--- config.mk ---
export PLATFORM = sky130hd
export DESIGN_NAME = pmc_clock_ctrl
export DESIGN_NICKNAME = d
export VERILOG_FILES = /design/src/rtl/pmc_pkg.sv /design/src/rtl/pmc_prescaler.sv /design/src/rtl/pmc_mode_fsm.sv /design/src/rtl/pmc_clk_gate.sv /design/src/rtl/pmc_clock_ctrl.sv
export SDC_FILE = /design/constraint.sdc
export NUM_CORES = 1
export LEC_CHECK = 0
export BUFFER_PORTS_ARGS = -buffer_cell sky130_fd_sc_hd__buf_2
export CAP_MARGIN = 15
export CORE_ASPECT_RATIO = 1.2
export CORE_MARGIN = 4
export CORE_UTILIZATION = 52
export CTS_BUF_LIST = sky130_fd_sc_hd__clkbuf_2
export CTS_CLUSTER_DIAMETER = 80
export CTS_CLUSTER_SIZE = 28
export DETAILED_ROUTE_END_ITERATION = 12
export PLACE_DENSITY = 0.71
export REMOVE_ABC_BUFFERS = 1
export SLEW_MARGIN = 25
export SYNTH_ARGS = -nofsm -noshare
export SYNTH_HDL_FRONTEND = slang
export SYNTH_SLANG_ARGS = --single-unit
--- constraint.sdc ---
create_clock -name clk_osc -period 5.86 [get_ports clk_osc]
set_input_delay 1.172 -clock clk_osc [delete_from_list [all_inputs] [get_ports clk_osc]]
set_output_delay 1.172 -clock clk_osc [all_outputs]
set_load 0.005 [all_outputs]
--- src/rtl/pmc_pkg.sv ---
package pmc_pkg;
  localparam int PSEL_W = 3;
  localparam int DIV_W  = 12;

  typedef enum logic [1:0] {
    ST_RUN   = 2'd0,
    ST_IDLE  = 2'd1,
    ST_PDOWN = 2'd2,
    ST_HOLD  = 2'd3
  } pmode_t;

  function automatic logic [DIV_W-1:0] ratio_of(input logic [PSEL_W-1:0] sel);
    logic [3:0] sh;
    case (sel)
      3'd6:    sh = 4'd10;
      3'd7:    sh = 4'd11;
      default: sh = {1'b0, sel};
    endcase
    return DIV_W'(1) << sh;
  endfunction
endpackage

--- src/rtl/pmc_prescaler.sv ---
module pmc_prescaler
  import pmc_pkg::*;
(
  input  logic              clk,
  input  logic              rst_n,
  input  logic              run,
  input  logic [PSEL_W-1:0] psel,
  output logic              tick
);
  logic [DIV_W-1:0] cnt_q;
  logic [DIV_W-1:0] ratio_q;

  assign tick = run && (cnt_q == ratio_q - DIV_W'(1));

  always_ff @(posedge clk or negedge rst_n) begin
    if (!rst_n) begin
      cnt_q   <= '0;
      ratio_q <= DIV_W'(1);
    end else if (tick) begin
      cnt_q   <= '0;
      ratio_q <= ratio_of(psel);
    end else if (run) begin
      cnt_q   <= cnt_q + DIV_W'(1);
    end
  end
endmodule

--- src/rtl/pmc_mode_fsm.sv ---
module pmc_mode_fsm
  import pmc_pkg::*;
#(
  parameter int TICKS_PER_MC = 12,
  parameter int RESTART_MC   = 3
) (
  input  logic   clk,
  input  logic   rst_n,
  input  logic   tick,
  input  logic   idle_set,
  input  logic   pd_set,
  input  logic   irq_any,
  input  logic   sup_hard,
  input  logic   sup_wdt,
  output pmode_t mode,
  output logic   idle_clr,
  output logic   restart_stb
);
  localparam int HOLD_TICKS = TICKS_PER_MC * RESTART_MC;
  localparam int RC_W       = $clog2(HOLD_TICKS + 1);
  localparam logic [RC_W-1:0] RC_LOAD = RC_W'(HOLD_TICKS - 1);

  pmode_t          mode_q;
  logic [RC_W-1:0] rc_q;
  logic            sup;

  assign mode = mode_q;
  assign sup  = sup_hard || (sup_wdt && mode_q == ST_RUN);

  always_ff @(posedge clk or negedge rst_n) begin
    if (!rst_n) begin
      mode_q      <= ST_HOLD;
      rc_q        <= RC_LOAD;
      idle_clr    <= 1'b0;
      restart_stb <= 1'b0;
    end else begin
      idle_clr    <= 1'b0;
      restart_stb <= 1'b0;
      if (sup) begin
        mode_q   <= ST_HOLD;
        rc_q     <= RC_LOAD;
        idle_clr <= (mode_q == ST_IDLE);
      end else begin
        case (mode_q)
          ST_HOLD: if (tick) begin
            if (rc_q == '0) begin
              mode_q      <= ST_RUN;
              restart_stb <= 1'b1;
            end else begin
              rc_q <= rc_q - RC_W'(1);
            end
          end
          ST_RUN: begin
            if (pd_set)        mode_q <= ST_PDOWN;
            else if (idle_set) mode_q <= ST_IDLE;
          end
          ST_IDLE: if (irq_any) begin
            mode_q   <= ST_RUN;
            idle_clr <= 1'b1;
          end
          default: mode_q <= mode_q;
        endcase
      end
    end
  end
endmodule

--- src/rtl/pmc_clk_gate.sv ---
module pmc_clk_gate (
  input  logic clk,
  input  logic rst_n,
  input  logic en,
  output logic gclk
);
  logic en_q;

  always_ff @(negedge clk or negedge rst_n) begin
    if (!rst_n) en_q <= 1'b0;
    else        en_q <= en;
  end

  assign gclk = clk & en_q;
endmodule

--- src/rtl/pmc_clock_ctrl.sv ---
module pmc_clock_ctrl
  import pmc_pkg::*;
#(
  parameter int TICKS_PER_MC = 12,
  parameter int RESTART_MC   = 3
) (
  input  logic              clk_osc,
  input  logic              rst_n,
  input  logic              idle_set,
  input  logic              pd_set,
  input  logic              irq_any,
  input  logic              rst_ext,
  input  logic              rst_lvd,
  input  logic              rst_dbg,
  input  logic              rst_wdt,
  input  logic [PSEL_W-1:0] psel,
  output logic              core_clk,
  output logic              per_clk,
  output logic              core_ce,
  output logic              per_ce,
  output logic              wdt_ce,
  output logic              core_hold,
  output logic              idle_clr,
  output logic              restart_stb
);
  localparam int N_GATES = 2;

  pmode_t mode;
  logic   tick;
  logic   div_run;
  logic [N_GATES-1:0] gate_en;
  logic [N_GATES-1:0] gate_clk;

  assign div_run = (mode != ST_PDOWN);

  pmc_prescaler u_presc (
    .clk  (clk_osc),
    .rst_n(rst_n),
    .run  (div_run),
    .psel (psel),
    .tick (tick)
  );

  pmc_mode_fsm #(
    .TICKS_PER_MC(TICKS_PER_MC),
    .RESTART_MC  (RESTART_MC)
  ) u_fsm (
    .clk        (clk_osc),
    .rst_n      (rst_n),
    .tick       (tick),
    .idle_set   (idle_set),
    .pd_set     (pd_set),
    .irq_any    (irq_any),
    .sup_hard   (rst_ext | rst_lvd | rst_dbg),
    .sup_wdt    (rst_wdt),
    .mode       (mode),
    .idle_clr   (idle_clr),
    .restart_stb(restart_stb)
  );

  assign core_ce   = tick && (mode == ST_RUN);
  assign wdt_ce    = core_ce;
  assign per_ce    = (mode != ST_PDOWN);
  assign core_hold = (mode == ST_HOLD);

  assign gate_en = {per_ce, core_ce};

  for (genvar g = 0; g < N_GATES; g++) begin : g_gate
    pmc_clk_gate u_gate (
      .clk  (clk_osc),
      .rst_n(rst_n),
      .en   (gate_en[g]),
      .gclk (gate_clk[g])
    );
  end

  assign core_clk = gate_clk[0];
  assign per_clk  = gate_clk[1];
endmodule

Yosys cells after proc, flatten, opt, wreduce, memory -nomap -nowiden
Cells that the tools add are included.
{"block": "word_totals", "wordCells": 61, "reg_bits": 36, "out_inout_bits": 8}
{"block": "classes", "n_eq_ne": 11, "n_reduce_logical": 12, "n_shift": 1, "mux": 22, "bitwise": 4, "add_sub_neg": 3}
{"cell": "12-bit 2-to-1 mux", "n": 2}
{"cell": "6-bit 2-to-1 mux", "n": 4}
{"cell": "12-bit by 1-bit adder with 12-bit output, second input constant", "n": 1}
{"cell": "12-bit == test", "n": 1}
{"cell": "2-bit 2-to-1 mux", "n": 6}
{"cell": "1-bit by 4-bit << shifter with 12-bit output, first input constant", "n": 1}
{"cell": "12-bit by 1-bit subtractor with 12-bit output, second input constant", "n": 1}
{"cell": "4-bit one-hot mux with 2 select lines", "n": 1}
{"cell": "1-bit 2-to-1 mux", "n": 7}
{"cell": "3-bit == test, second input constant", "n": 2}
{"cell": "6-bit logical NOT", "n": 1}
{"cell": "3-bit by 1-bit != test with 1-bit output, second input constant", "n": 2}
{"cell": "2-bit one-hot mux with 3 select lines", "n": 1}
{"cell": "2-bit nonzero test", "n": 3}
{"cell": "6-bit by 1-bit subtractor with 6-bit output, second input constant", "n": 1}
{"cell": "5-bit AND reduction", "n": 1}
{"cell": "4-bit 2-to-1 mux", "n": 1}
{"cell": "4-bit by 3-bit != test with 1-bit output, second input constant", "n": 1}
{"cell": "4-bit nonzero test", "n": 1}
{"cell": "1-bit logical AND", "n": 3}
{"cell": "3-bit by 2-bit != test with 1-bit output, second input constant", "n": 1}
{"cell": "3-bit AND reduction", "n": 1}
{"cell": "1-bit AND", "n": 2}
{"cell": "2-bit by 1-bit == test with 1-bit output, second input constant", "n": 1}
{"cell": "6 further kinds", "n": 7}

Longest topological paths before layout
Gate-level depths: netlist of the first run.
{"block": "depth", "ltp_word": 6, "depth_mapped": 10}

By module
From an unflattened synthesis of the first run, not the netlist that was laid out.
{"block": "hier_totals", "cells_unflattened": 222, "hier_area_um2": 2168.3}
{"module": "pmc_prescaler", "area_each_um2": 1520.2, "cells_per_inst": 155, "n_inst": 1, "seq_area_each_um2": 601.8}
{"module": "pmc_mode_fsm", "area_each_um2": 551.8, "cells_per_inst": 58, "n_inst": 1, "seq_area_each_um2": 256.5}
{"module": "pmc_clk_gate", "area_each_um2": 31.3, "cells_per_inst": 2, "n_inst": 2, "seq_area_each_um2": 25.0}
{"module": "pmc_clock_ctrl", "area_each_um2": 33.8, "cells_per_inst": 5, "n_inst": 1, "seq_area_each_um2": 0.0}

==> qor.yml, run 1 <==
cts:
  clkTransAtPathRegs_ns: 0.18
  insertion_delay_ns: 0.48
  cts_setup_buffers: 0
  postCtsResizedCells: 0
  cts_tree: "built"
  hold_buffers: 0
worst_setup_path:
  required_ns: 3.37
  cp-end-kind: "flop"
  setup.worst_path.start: "u_presc.ratio_q[0]"
  cp_slowest_stage_delay_ns: 0.59
  cp_slowest_cell: "dfstp_2"
  critical_path.cell_chain: "inv_1, ha_1, or2b_1, a21boi_0, o31ai_1, nor4_4, nand4_1, nor2_1"
  timing.rr.start: "u_presc.ratio_q[0]"
  ff2ff_setup_slack_ns: 0.68
  r2r_end: "g_gate[0].u_gate.en_q"
  critPathKind: "reg -> reg"
  arrival_ns: 2.70
  path_max_fanout: 4
  start_kind: "flop"
  r2r_cells: 8
placed_design:
  dp_hpwl_mm: 3.36
  dp_slack_ns: 0.752
  io_buffers: 19
  gp_congestion: 0.819
pwr:
  vdd_ir_drop_max_v: 0.000208
  p_comb_share_pct: 21.1
  switching_share_pct: 32.3
  p_int_w: 0.000443
  netSwitchingPower_w: 0.000211
  pwr-share-clk_pct: 31.0
  pwr-share-seq_pct: 47.9
  finalPower_w: 0.000655
  power.density_nw_per_um2: 270
  power.leakage_nw: 1.11
floorplanning:
  fp.dieW_um: 67.1
  start_util_pct: 54.4
  die-area_um2: 5300
  core_um2: 4000
  die_h_um: 78.9
  ioPinCount: 20
  rows: 25
layout:
  nets: 276
  antenna_cells: 0
  multi_input_area_um2: 1200
  final.fill_count: 392
  drive_above_1_share_pct: 19.8
  seq_area_um2: 908
  final_util_pct: 60.6
  area_growth_pct: 11.3
yosys:
  synth.largest_area_cell: "dfrtp_1"
  synth_cells: 228
  seq_area_frac_synth_pct: 41.7
  synth_area_leaders: "dfrtp_1, dfstp_2, xnor2_1, ha_1, xor2_1"
  yosysMostFrequentCell: "dfrtp_1"
  synth-edff-count: 0
  ys_ff_latch: 36
  netlist.area_leader.share_pct: 32.1
  avgSynthCellArea_um2: 9.56
  ys_types: 55
  yosysWarnings: 0
  synthTopCellsByCount: "dfrtp_1, nor2_1, nand2_1, inv_1, xnor2_1"
  syn-cell-area_um2: 2180
  synth_async_sr_flop_share_pct: 100
  synth_flop_cell: "dfrtp_1"
drt:
  drt_iter0_markers: 94
  avgRoutedWirePerCell_um: 14.8
  vias: 1763
  avgViaCountPerCell: 5.65
  drt_wl_total_mm: 4.63
  ant_nets: 0
  drc_errors: 0
  firstDrtPassIters: 4
timing:
  rsz0062_at_grt: "false"
  worst_slew_pin_slew_ns: 0.429
  fin_tns_setup_ns: 0
  worst_slack_ns: 0.677
  clock_skew_ns: 0.0628
  final_max_slew_viol_count: 0
  fin_hold_ws_ns: 0.548
  relSlewSlack_pct: 71.4
  setup_viol: 0
  finalHoldViolCount: 0
grt:
  grtUsageTotal_pct: 21.1
  grt_max_degree: 26
  grt_antenna_before_repair: 0
  grt_pass1_wl_mm: 8.35
  overflow: 0
  grt_pass1_vias: 1784
status:
  status: "finished clean"
worst_hold_path:
  min_path_type: "in -> async"
job:
  drv_cap: 0
==> sequential cells by signal, summed over array words and instances (netlist names) <==
name	cells
u_presc.cnt_q	12
u_presc.ratio_q	12
u_fsm.rc_q	6
g_gate.u_gate.en_q	2
u_fsm.mode	2
u_fsm.idle_clr	1
u_fsm.restart_stb	1
==> power groups by stage <==
| stage | Clock, W | Combinational, W | Sequential (W) |
|---|---|---|---|
| 2_1_floorplan | 0.00000616 | 0.000114 | 0.000303 |
| 3_3_place_gp | 0.0000116 | 0.000135 | 0.000316 |
| 3_5_place_dp | 0.0000116 | 0.000139 | 0.000317 |
| 4_1_cts | 0.000209 | 0.000140 | 0.000313 |
| 5_1_grt | 0.000226 | 0.000157 | 0.000317 |
| 6_report | 0.000203 | 0.000138 | 0.000313 |
==> placed cells by master (no fill, tap or decap), types with 2 or more instances in the layout <==
cell	n
nand3_1	9
or3_4	2
nand2_1	19
nand2b_1	3
dfrtn_1	2
nor2_1	21
ha_1	8
or4_1	4
dfrtp_1	28
and3_1	2
a21boi_0	2
a211oi_1	2
buf_4	2
nor3_1	7
xnor2_1	12
nand3b_1	2
and2_1	7
nor2b_1	4
nand4b_1	2
nor3b_1	2
a21o_1	2
inv_1	13
a21oi_1	6
buf_2	19
dfstp_2	6
nand4_1	4
xor2_1	10
o21ai_0	8
or3_1	4
o31ai_1	7
clkbuf_2	11
nor4_1	3
==> cell type report <==
type / count / share of cell area [%]
clock buffers: 13 / 2.68
clock inverters: 2 / 1.44
inverters: 13 / 2.01
multi-input cells: 175 / 49.5
flip-flops and latches: 36 / 37.4
well taps: 54 / 2.78
repair buffers: 19 / 4.13
==> critical path: cells and delay by family, from the launching register on <==
family                   cells  cell delay, ns
AO/OA/AOI/OAI                2            0.28
flip-flops                   1            0.59
buffers and inverters        1            0.06
adder cells (fa/ha/maj)      1            0.22
AND/OR/NAND/NOR              4            1.08
==> how the worst max path moves through the flow <==
| stage | cells past startpoint | slack (ns) | end |
|---|---|---|---|
| after floorplan | 8 | 0.85 | g_gate[0].u_gate.en_q |
| after global placement | 8 | 0.87 | g_gate[0].u_gate.en_q |
| after detailed placement | 8 | 0.75 | g_gate[0].u_gate.en_q |
| after CTS | 2 | 0.67 | core_clk |
| after global routing | 8 | 0.43 | g_gate[0].u_gate.en_q |
| final | 8 | 0.68 | g_gate[0].u_gate.en_q |
==> metal layers <==
metal  routed length [um]  global-route usage (%)
met1                 2170                    27.1
met2                 2150                    30.7
met3                  228                    7.78
met4                   87                    11.2
met5                    0                       0
==> per-stage QoR <==
| stage | area, um2 | cells |
|---|---|---|
| after floorplan | 2160 | 224 |
| after CTS | 2430 | 312 |
| after global routing | 2430 | 312 |
| after global placement | 2340 | 299 |
| final | 2430 | 312 |
| after detailed placement | 2340 | 299 |
==> kinds of logic after synthesis <==
family          count (synthesis)  synth area share (%)
compound gates                 40                  13.2
xor+xnor                       22                  8.84
fa+ha+maj                       8                  4.59
buf+inv                        17                  3.21
flops                          36                  41.7
simple gates                  105                  28.5
Note: power is estimated with default switching activity, not from simulation.
==> run 2: changes to the inputs <==
- CTS_BUF_LIST: sky130_fd_sc_hd__clkbuf_2 -> sky130_fd_sc_hd__clkbuf_8
- SKIP_CTS_REPAIR_TIMING: not set -> 1
==> run 2 against run 1 <==
Global-route usage is 0.059 points higher. Wire length grew 1.1%. Utilization increased by 1.9 points. First-iteration DRC count increased by 7.4%. Sequential power about the same. Combinational power barely moved. Clock power grew 47%. Sequential share of layout area decreased by 1.1 points. Critical path type is now reg -> out. Critical endpoint is now core_clk.
==> qor.yml, run 2 (synthesized netlist as in run 1, its figures left out) <==
floorplanning:
  ioPinCount: 20
  fp.dieW_um: 67.1
  die-area_um2: 5300
  start_util_pct: 54.4
  rows: 25
  die_h_um: 78.9
  core_um2: 4000
pwr:
  finalPower_w: 0.000750
  netSwitchingPower_w: 0.000219
  pwr-share-clk_pct: 39.7
  p_comb_share_pct: 18.5
  p_int_w: 0.000531
  power.leakage_nw: 1.14
  power.density_nw_per_um2: 300
  vdd_ir_drop_max_v: 0.000164
  pwr-share-seq_pct: 41.8
  switching_share_pct: 29.3
layout:
  drive_above_1_share_pct: 19.0
  final_common_cell: "dfrtp_1"
  mostFrequentLayoutCells: "dfrtp_1, nor2_1, nand2_1, buf_2, inv_1"
  seq_area_um2: 908
  multi_input_area_um2: 1200
  antenna_cells: 0
  largestRegisters: "u_presc.cnt_q (12), u_presc.ratio_q (12), u_fsm.rc_q (6)"
  area_growth_pct: 14.8
  final.fill_count: 378
  nets: 276
  final_util_pct: 62.5
worst_setup_path:
  timing.rr.start: "u_presc.ratio_q[0]"
  worst_path_dominant_cell_family: "flip-flops"
  ff2ff_setup_slack_ns: 0.77
  arrival_ns: 3.94
  start_kind: "flop"
  cp_slowest_stage_delay_ns: 0.39
  crit_path_end: "core_clk"
  setup.worst_path.start: "g_gate[0].u_gate.en_q"
  cp_num_buf_inv: 1
  path_depth: 2
  critical_path.cell_chain: "and2_1, buf_2"
  r2r_end: "g_gate[0].u_gate.en_q"
  cp_slowest_cell: "dfrtn_1"
  critPathKind: "reg -> out"
  cp-end-kind: "primary output"
  required_ns: 4.69
  path_max_fanout: 1
  r2r_cells: 8
placed_design:
  io_buffers: 19
  gp_congestion: 0.819
  dp_hpwl_mm: 3.36
timing:
  worst_slew_pin_slew_ns: 0.418
  finalHoldViolCount: 0
  final_max_slew_viol_count: 0
  setup_viol: 0
  fin_tns_setup_ns: 0
  clock_skew_ns: 0.0211
  fin_hold_ws_ns: 0.534
  relSlewSlack_pct: 71.9
  rsz0062_at_grt: "false"
drt:
  ant_nets: 0
  firstDrtPassIters: 4
  drt_iter0_markers: 101
  avgRoutedWirePerCell_um: 15.0
  drc_errors: 0
  drt_wl_total_mm: 4.69
  vias: 1783
  avgViaCountPerCell: 5.71
cts:
  cts_tree: "built"
  insertion_delay_ns: 0.41
  clkTransAtPathRegs_ns: 0.07
status:
  status: "finished clean"
worst_hold_path:
  min_path_type: "reg -> reg"
grt:
  grt_antenna_before_repair: 0
  grt_pass1_vias: 1799
  overflow: 0
  grt_pass1_wl_mm: 8.44
  grt_max_degree: 26
  grtUsageTotal_pct: 21.2
job:
  drv_cap: 0
run 2: how the worst min path moves through the flow:
stage                                    from                  end  slack (ns)  cells after the start
final                      u_presc.ratio_q[5]   u_presc.ratio_q[5]        0.53                      2
after global routing       u_presc.ratio_q[5]   u_presc.ratio_q[5]        0.57                      2
after CTS                  u_presc.ratio_q[5]   u_presc.ratio_q[5]        0.54                      2
after detailed placement   u_presc.ratio_q[5]   u_presc.ratio_q[5]        0.52                      2
after global placement    u_presc.ratio_q[11]  u_presc.ratio_q[11]        0.52                      2
after floorplan           u_presc.ratio_q[11]  u_presc.ratio_q[11]        0.47                      2
run 2: worst min-delay path: stages, from the launching register on:
cell	delay, ns
dfrtp_1	0.39
nand2_1	0.06
nand2_1	0.05
run 2: stage by stage:
step,area (um2),std cells,worst slack [ns]
5_1_grt,2500,312,0.527
3_3_place_gp,2340,299,0.868
6_report,2500,312,0.743
3_5_place_dp,2340,299,0.752
2_1_floorplan,2160,224,0.848
4_1_cts,2500,312,0.718
run 2: final cells by class:
cell class              count  area share (%)
multi-input cells         175            48.0
inverters                  13            1.95
repair buffers             19            4.00
flip-flops and latches     36            36.3
clock inverters             4            1.70
well taps                  54            2.70
clock buffers              11            5.35
run 2: power by group through the flow:
stage | clock (W) | sequential, W | combinational (W)
after floorplan | 0.00000616 | 0.000303 | 0.000114
after global placement | 0.0000116 | 0.000316 | 0.000135
after detailed placement | 0.0000116 | 0.000317 | 0.000139
after CTS | 0.000305 | 0.000313 | 0.000140
after global routing | 0.000322 | 0.000316 | 0.000157
final | 0.000298 | 0.000314 | 0.000138
run 2: metal layers:
metal | vias to the layer above | GRT usage [%] | routed length, um
met5 | - | 0 | 0
met2 | 65 | 31.2 | 2200
li1 | 868 | - | -
met1 | 842 | 27.1 | 2090
met3 | 8 | 6.93 | 317
met4 | 0 | 11.8 | 87
